[src/rtl/alu_exec_pkg.sv]
package alu_exec_pkg;
    localparam logic [3:0] OP_MOV = 4'd0;
    localparam logic [3:0] OP_LSL = 4'd1;
    localparam logic [3:0] OP_ASR = 4'd2;
    localparam logic [3:0] OP_ROR = 4'd3;
    localparam logic [3:0] OP_AND = 4'd4;
    localparam logic [3:0] OP_ANN = 4'd5;
    localparam logic [3:0] OP_IOR = 4'd6;
    localparam logic [3:0] OP_XOR = 4'd7;
    localparam logic [3:0] OP_ADD = 4'd8;
    localparam logic [3:0] OP_SUB = 4'd9;
    localparam logic [3:0] OP_MUL = 4'd10;
    localparam logic [3:0] OP_LAST_OK = 4'd10;

    localparam int FL_N = 3;
    localparam int FL_Z = 2;
    localparam int FL_C = 1;
    localparam int FL_V = 0;
endpackage

[src/rtl/alu_shifter.sv]
module alu_shifter #(
    parameter int W = 32,
    localparam int SHW = $clog2(W)
) (
    input  logic [W-1:0]   val,
    input  logic [SHW-1:0] amt,
    output logic [W-1:0]   sh_left,
    output logic [W-1:0]   sh_arith,
    output logic [W-1:0]   rot_right
);
    logic [2*W-1:0] doubled;

    always_comb begin
        sh_left   = val << amt;
        sh_arith  = $signed(val) >>> amt;
        doubled   = {val, val} >> amt;
        rot_right = doubled[W-1:0];
    end
endmodule

[src/rtl/alu_adder.sv]
module alu_adder #(
    parameter int W = 32
) (
    input  logic [W-1:0] b,
    input  logic [W-1:0] n,
    input  logic         cin,
    input  logic         use_cin,
    input  logic         do_sub,
    output logic [W-1:0] sum,
    output logic         c_flag,
    output logic         v_flag
);
    logic [W-1:0] n_eff;
    logic         c_eff;
    logic         co;

    always_comb begin
        n_eff     = do_sub ? ~n : n;
        c_eff     = do_sub ? ~(use_cin & cin) : (use_cin & cin);
        {co, sum} = {1'b0, b} + {1'b0, n_eff} + {{W{1'b0}}, c_eff};
        c_flag    = do_sub ? ~co : co;
        if (do_sub)
            v_flag = (b[W-1] != n[W-1]) && (sum[W-1] != b[W-1]);
        else
            v_flag = (b[W-1] == n[W-1]) && (sum[W-1] != b[W-1]);
    end
endmodule

[src/rtl/alu_mul.sv]
module alu_mul #(
    parameter int W = 32
) (
    input  logic [W-1:0] a,
    input  logic [W-1:0] b,
    input  logic         is_unsigned,
    output logic [W-1:0] lo,
    output logic [W-1:0] hi
);
    logic [2*W-1:0] a_ext;
    logic [2*W-1:0] b_ext;
    logic [2*W-1:0] prod;

    always_comb begin
        a_ext = is_unsigned ? {{W{1'b0}}, a} : {{W{a[W-1]}}, a};
        b_ext = is_unsigned ? {{W{1'b0}}, b} : {{W{b[W-1]}}, b};
        prod  = a_ext * b_ext;
        lo    = prod[W-1:0];
        hi    = prod[2*W-1:W];
    end
endmodule

[src/rtl/int_alu_exec.sv]
module int_alu_exec
    import alu_exec_pkg::*;
#(
    parameter int          W     = 32,
    parameter int          IMM_W = 16,
    parameter logic [31:0] INFO  = 32'h0000_0053
) (
    input  logic             clk,
    input  logic             rst_n,
    input  logic [3:0]       op,
    input  logic             mod_u,
    input  logic             mod_v,
    input  logic             imm_sel,
    input  logic [W-1:0]     opb,
    input  logic [W-1:0]     reg_n,
    input  logic [IMM_W-1:0] imm16,
    input  logic [3:0]       flags_in,
    input  logic [W-1:0]     h_in,
    output logic [W-1:0]     result,
    output logic [W-1:0]     h_out,
    output logic [3:0]       flags_out,
    output logic             unsupported
);
    localparam int SHW   = $clog2(W);
    localparam int FILLW = W - IMM_W;

    typedef struct packed {
        logic [W-1:0] res;
        logic [W-1:0] h;
        logic [3:0]   fl;
        logic         unsup;
    } exec_state_t;

    exec_state_t st_d, st_q;

    logic [W-1:0] n_val;
    logic [W-1:0] sh_l, sh_a, rot_r;
    logic [W-1:0] as_sum;
    logic         as_c, as_v;
    logic [W-1:0] mul_lo, mul_hi;
    logic [W-1:0] info_w;

    assign info_w = W'(INFO);
    assign n_val  = imm_sel ? {{FILLW{mod_v}}, imm16} : reg_n;

    alu_shifter #(.W(W)) u_shift (
        .val      (opb),
        .amt      (n_val[SHW-1:0]),
        .sh_left  (sh_l),
        .sh_arith (sh_a),
        .rot_right(rot_r)
    );

    alu_adder #(.W(W)) u_add (
        .b      (opb),
        .n      (n_val),
        .cin    (flags_in[FL_C]),
        .use_cin(mod_u),
        .do_sub (op == OP_SUB),
        .sum    (as_sum),
        .c_flag (as_c),
        .v_flag (as_v)
    );

    alu_mul #(.W(W)) u_mul (
        .a          (opb),
        .b          (n_val),
        .is_unsigned(mod_u),
        .lo         (mul_lo),
        .hi         (mul_hi)
    );

    always_comb begin
        st_d       = '0;
        st_d.h     = h_in;
        st_d.fl    = flags_in;
        st_d.unsup = 1'b0;
        unique case (op)
            OP_MOV: begin
                if (!mod_u)
                    st_d.res = n_val;
                else if (imm_sel)
                    st_d.res = {imm16, {FILLW{1'b0}}};
                else if (!mod_v)
                    st_d.res = h_in;
                else
                    st_d.res = {flags_in, {(W-4){1'b0}}} | info_w;
            end
            OP_LSL: st_d.res = sh_l;
            OP_ASR: st_d.res = sh_a;
            OP_ROR: st_d.res = rot_r;
            OP_AND: st_d.res = opb & n_val;
            OP_ANN: st_d.res = opb & ~n_val;
            OP_IOR: st_d.res = opb | n_val;
            OP_XOR: st_d.res = opb ^ n_val;
            OP_ADD, OP_SUB: begin
                st_d.res      = as_sum;
                st_d.fl[FL_C] = as_c;
                st_d.fl[FL_V] = as_v;
            end
            OP_MUL: begin
                st_d.res = mul_lo;
                st_d.h   = mul_hi;
            end
            default: begin
                st_d.res   = '0;
                st_d.unsup = 1'b1;
            end
        endcase
        if (!st_d.unsup) begin
            st_d.fl[FL_N] = st_d.res[W-1];
            st_d.fl[FL_Z] = (st_d.res == '0);
        end
    end

    always_ff @(posedge clk or negedge rst_n) begin
        if (!rst_n) st_q <= '0;
        else        st_q <= st_d;
    end

    assign result      = st_q.res;
    assign h_out       = st_q.h;
    assign flags_out   = st_q.fl;
    assign unsupported = st_q.unsup;
endmodule

[config.mk]
export PLATFORM = sky130hd
export DESIGN_NAME = int_alu_exec
export DESIGN_NICKNAME = d
export VERILOG_FILES = /design/src/rtl/alu_exec_pkg.sv /design/src/rtl/alu_shifter.sv /design/src/rtl/alu_adder.sv /design/src/rtl/alu_mul.sv /design/src/rtl/int_alu_exec.sv
export SDC_FILE = /design/constraint.sdc
export NUM_CORES = 2
export LEC_CHECK = 0
export ABC_AREA = 1
export CAP_MARGIN = 30
export CORE_ASPECT_RATIO = 0.9
export CORE_MARGIN = 5
export CORE_UTILIZATION = 35
export DETAILED_ROUTE_END_ITERATION = 10
export DONT_BUFFER_PORTS = 1
export SYNTH_ARGS = -nofsm -noshare
export SYNTH_HDL_FRONTEND = slang
export SYNTH_SLANG_ARGS = --single-unit
export TNS_END_PERCENT = 20
[constraint.sdc]
create_clock -name clk -period 0.8 [get_ports clk]
set_clock_uncertainty 0.05 [all_clocks]
set_input_delay 0.08 -clock clk [delete_from_list [all_inputs] [get_ports clk]]
set_output_delay 0.08 -clock clk [all_outputs]
set_load 0.03 [all_outputs]
==> impl_metrics.json <==
{
  "status": "finished, violations left",
  "violations": "hold timing, setup timing",
  "clockBufferDepth": 2,
  "cp_data_required_time_ns": 0.99,
  "num_rows": 143,
  "ys_warn_count": 0,
  "multi_input_area_um2": 52000,
  "drc": 0,
  "synth_xor_area_share_pct": 1.52,
  "synth_edf_count": 0,
  "slew_violations": 0,
  "setup_slack_ns": -7.24,
  "grt_setup_unrepaired": "yes",
  "start_util_pct": 35.2,
  "slowest_delay_ns": 0.60,
  "synth_compound_gate_area_share_pct": 4.43,
  "overflow": 0,
  "nNetsFinal": 10700,
  "relSlewSlack_pct": 26.0,
  "yosysUniqueCellTypes": 53,
  "layout-drive-gt1-share_pct": 24.8,
  "globalplace.congestion": 1.09,
  "cts_tree": "yes",
  "cts_root_buf": "clkbuf_16",
  "core_area_um2": 169000,
  "post-dp-hpwl_um": 255000,
  "placed_area_um2": 72500,
  "start_kind": "primary input",
  "syn-num-nets": 9487,
  "antenna_found_initial": 52,
  "tightest_slew_ns": 1.10,
  "ys_ff_latch": 69,
  "vias_per_cell": 5.27,
  "tns_ns": -446.37,
  "yosys.area_share.adder_pct": 56.9,
  "grt_pass1_vias": 60400,
  "ys_seq_area_share_pct": 2.91,
  "worstPathArrival_ns": 8.23,
  "syn_area_um2": 59400,
  "die_h_um": 401,
  "grt_max_degree": 70,
  "antenna_left": 0,
  "holdWs_ns": -0.644,
  "syn_inst": 7529,
  "htreeDepth": 3,
  "synth_mux_area_share_pct": 0,
  "synthArstFlopShare_pct": 100,
  "slowest_stage": "fa_2",
  "area_growth_pct": 30.8,
  "seqCellArea_um2": 1730,
  "die_x_um": 444,
  "grt_usage_pct": 33.5,
  "drv_cap": 0,
  "clkSinkCount": 69,
  "nFillCells": 16600,
  "ios": 194,
  "vias": 58100,
  "grt_pass1_wl_um": 431000,
  "endpoint_kind": "register",
  "drt_wl_total_um": 301000,
  "first_iter_violations": 6335,
  "finalSetupViolations": 137,
  "path_common_cell": "fa_1",
  "place_ws_ns": -8.26,
  "hp-class": "in -> async",
  "cts_made_buffers": 9,
  "io_buffers": 0,
  "final_area_um2": 77600,
  "post-route-period-util_pct": 1010,
  "path_max_fanout": 23,
  "final_hold_viol_count": 70,
  "synth_flop_cell": "dfrtp_1",
  "fmax_mhz": 124,
  "crit_family": "adder cells",
  "worstSetupPathType": "in -> reg",
  "synth_top_family_by_area": "adder cells",
  "wl_per_cell_um": 27.4,
  "fin_crit_ns": 8.04,
  "crit_buf_inv": 13,
  "die_area_um2": 178000,
  "synth-simple-area-share_pct": 19.9,
  "clkTransAtPathRegs_ns": 0.07,
  "syn_avg_cell_area_um2": 7.89,
  "drt-pass1-iter-count": 6
}
[layout by cell type, fill, tap and decap left out, types with 11 or more instances in the layout]
| master | n |
|---|---|
| a211oi_1 | 13 |
| a21oi_1 | 132 |
| a21oi_2 | 46 |
| a21oi_4 | 16 |
| buf_12 | 138 |
| buf_4 | 1252 |
| buf_6 | 65 |
| clkbuf_16 | 11 |
| clkinvlp_4 | 12 |
| dfrtp_1 | 69 |
| diode_2 | 52 |
| dlygate4sd3_1 | 27 |
| fa_1 | 1338 |
| fa_2 | 105 |
| ha_1 | 334 |
| ha_4 | 54 |
| inv_1 | 1755 |
| inv_2 | 90 |
| nand2_1 | 1271 |
| nand2_2 | 70 |
| nand2_4 | 36 |
| nand3_1 | 580 |
| nand3_2 | 20 |
| nand4_1 | 44 |
| nor2_1 | 624 |
| nor2_2 | 74 |
| nor2_4 | 60 |
| nor3_1 | 24 |
| o211ai_1 | 24 |
| o21ai_0 | 113 |
| o21ai_1 | 35 |
| o21ai_2 | 17 |
| xnor2_1 | 60 |
| xor2_1 | 38 |
[repair_timing]
action | in CTS | in global routing
gates resized for setup | 510 | 383
hold buffers | 26 | 1
pin swaps | 147 | 156
hold endpoints to repair | 96 | 70
setup endpoints to repair | 137 | 137
gates cloned | 5 | 2
setup buffers | 71 | 62
[cell families after synthesis]
kind of cell    Yosys count
flops                    69
simple gates           2852
buf+inv                2204
xor+xnor                103
fa+ha+maj              1833
compound gates          468
[synth_stat cells (5+ instances only)]
master | instances | area [um2]
inv_1 | 1855 | 6960
fa_1 | 1443 | 28900
nand2_1 | 1363 | 5120
nor2_1 | 755 | 2830
nand3_1 | 593 | 2970
ha_1 | 390 | 4880
clkbuf_1 | 208 | 781
a21oi_1 | 192 | 961
o21ai_0 | 161 | 806
dfrtp_1 | 69 | 1730
xnor2_1 | 65 | 569
buf_1 | 49 | 184
nand4_1 | 44 | 275
xor2_1 | 38 | 333
buf_2 | 37 | 185
nor3_1 | 29 | 145
o211ai_1 | 24 | 180
nand2_2 | 18 | 113
a31oi_1 | 17 | 106
buf_6 | 17 | 191
a211oi_1 | 14 | 105
clkinv_1 | 14 | 52.6
buf_4 | 13 | 97.6
or2_2 | 12 | 75.1
nand3b_1 | 10 | 75.1
nor4_1 | 10 | 62.6
o21a_1 | 10 | 75.1
inv_2 | 9 | 33.8
o21ai_1 | 9 | 45.0
nand3_2 | 7 | 70.1
o21bai_1 | 7 | 52.6
a21boi_0 | 6 | 45.0
o2111ai_1 | 6 | 52.6
a21o_1 | 5 | 37.5
o221ai_1 | 5 | 43.8
[per-layer routing]
layer | vias up | global-route usage, % | part of all wire [%] | routed length [um]
li1 | 24600 | - | - | -
met1 | 29100 | 43.8 | 38 | 115000
met2 | 3527 | 48.1 | 41 | 123000
met3 | 850 | 10.8 | 13 | 38600
met4 | 10 | 21.0 | 8.1 | 24600
met5 | - | 0.296 | 0.019 | 57
[state kept, by name, summed over array words and instances, names as in the netlist]
| name | flops |
|---|---|
| result | 32 |
| flags_out | 4 |
| unsupported | 1 |
| h_out | 32 |
[path summary, 6_finish.rpt]
kind / cells past startpoint / slack [ns] / start / to
max: 36 / -7.24 / imm_sel / h_out[27]
max in group asynchronous: 0 / 1.22 / rst_n / h_out[11]
min in group clk: 3 / -0.01 / h_in[23] / h_out[23]
min: 0 / -0.64 / rst_n / result[30]
[stage by stage]
stage	utilization [%]	instances	hold slack, ns
finish	46.0	11000	-0.644
global placement	42.9	10800	-0.264
global route	46.0	11000	-0.660
detailed placement	42.9	10800	-0.264
floorplan	-	7529	-0.266
CTS	44.9	10900	-0.662
[cell type report]
type,count,area share (%)
Tap cell,2247,3.62
Multi-Input combinational cell,5256,67.0
Clock buffer,9,0.290
Inverter,1880,9.26
Timing Repair inverter,2,0.0355
Sequential cell,69,2.22
Antenna cell,52,0.168
Clock inverter,7,0.137
Timing Repair Buffer,1496,17.3
Power is left out: the tool's default activity adds up to more than one toggle a clock period on the data nets, which glitch-free logic cannot reach.
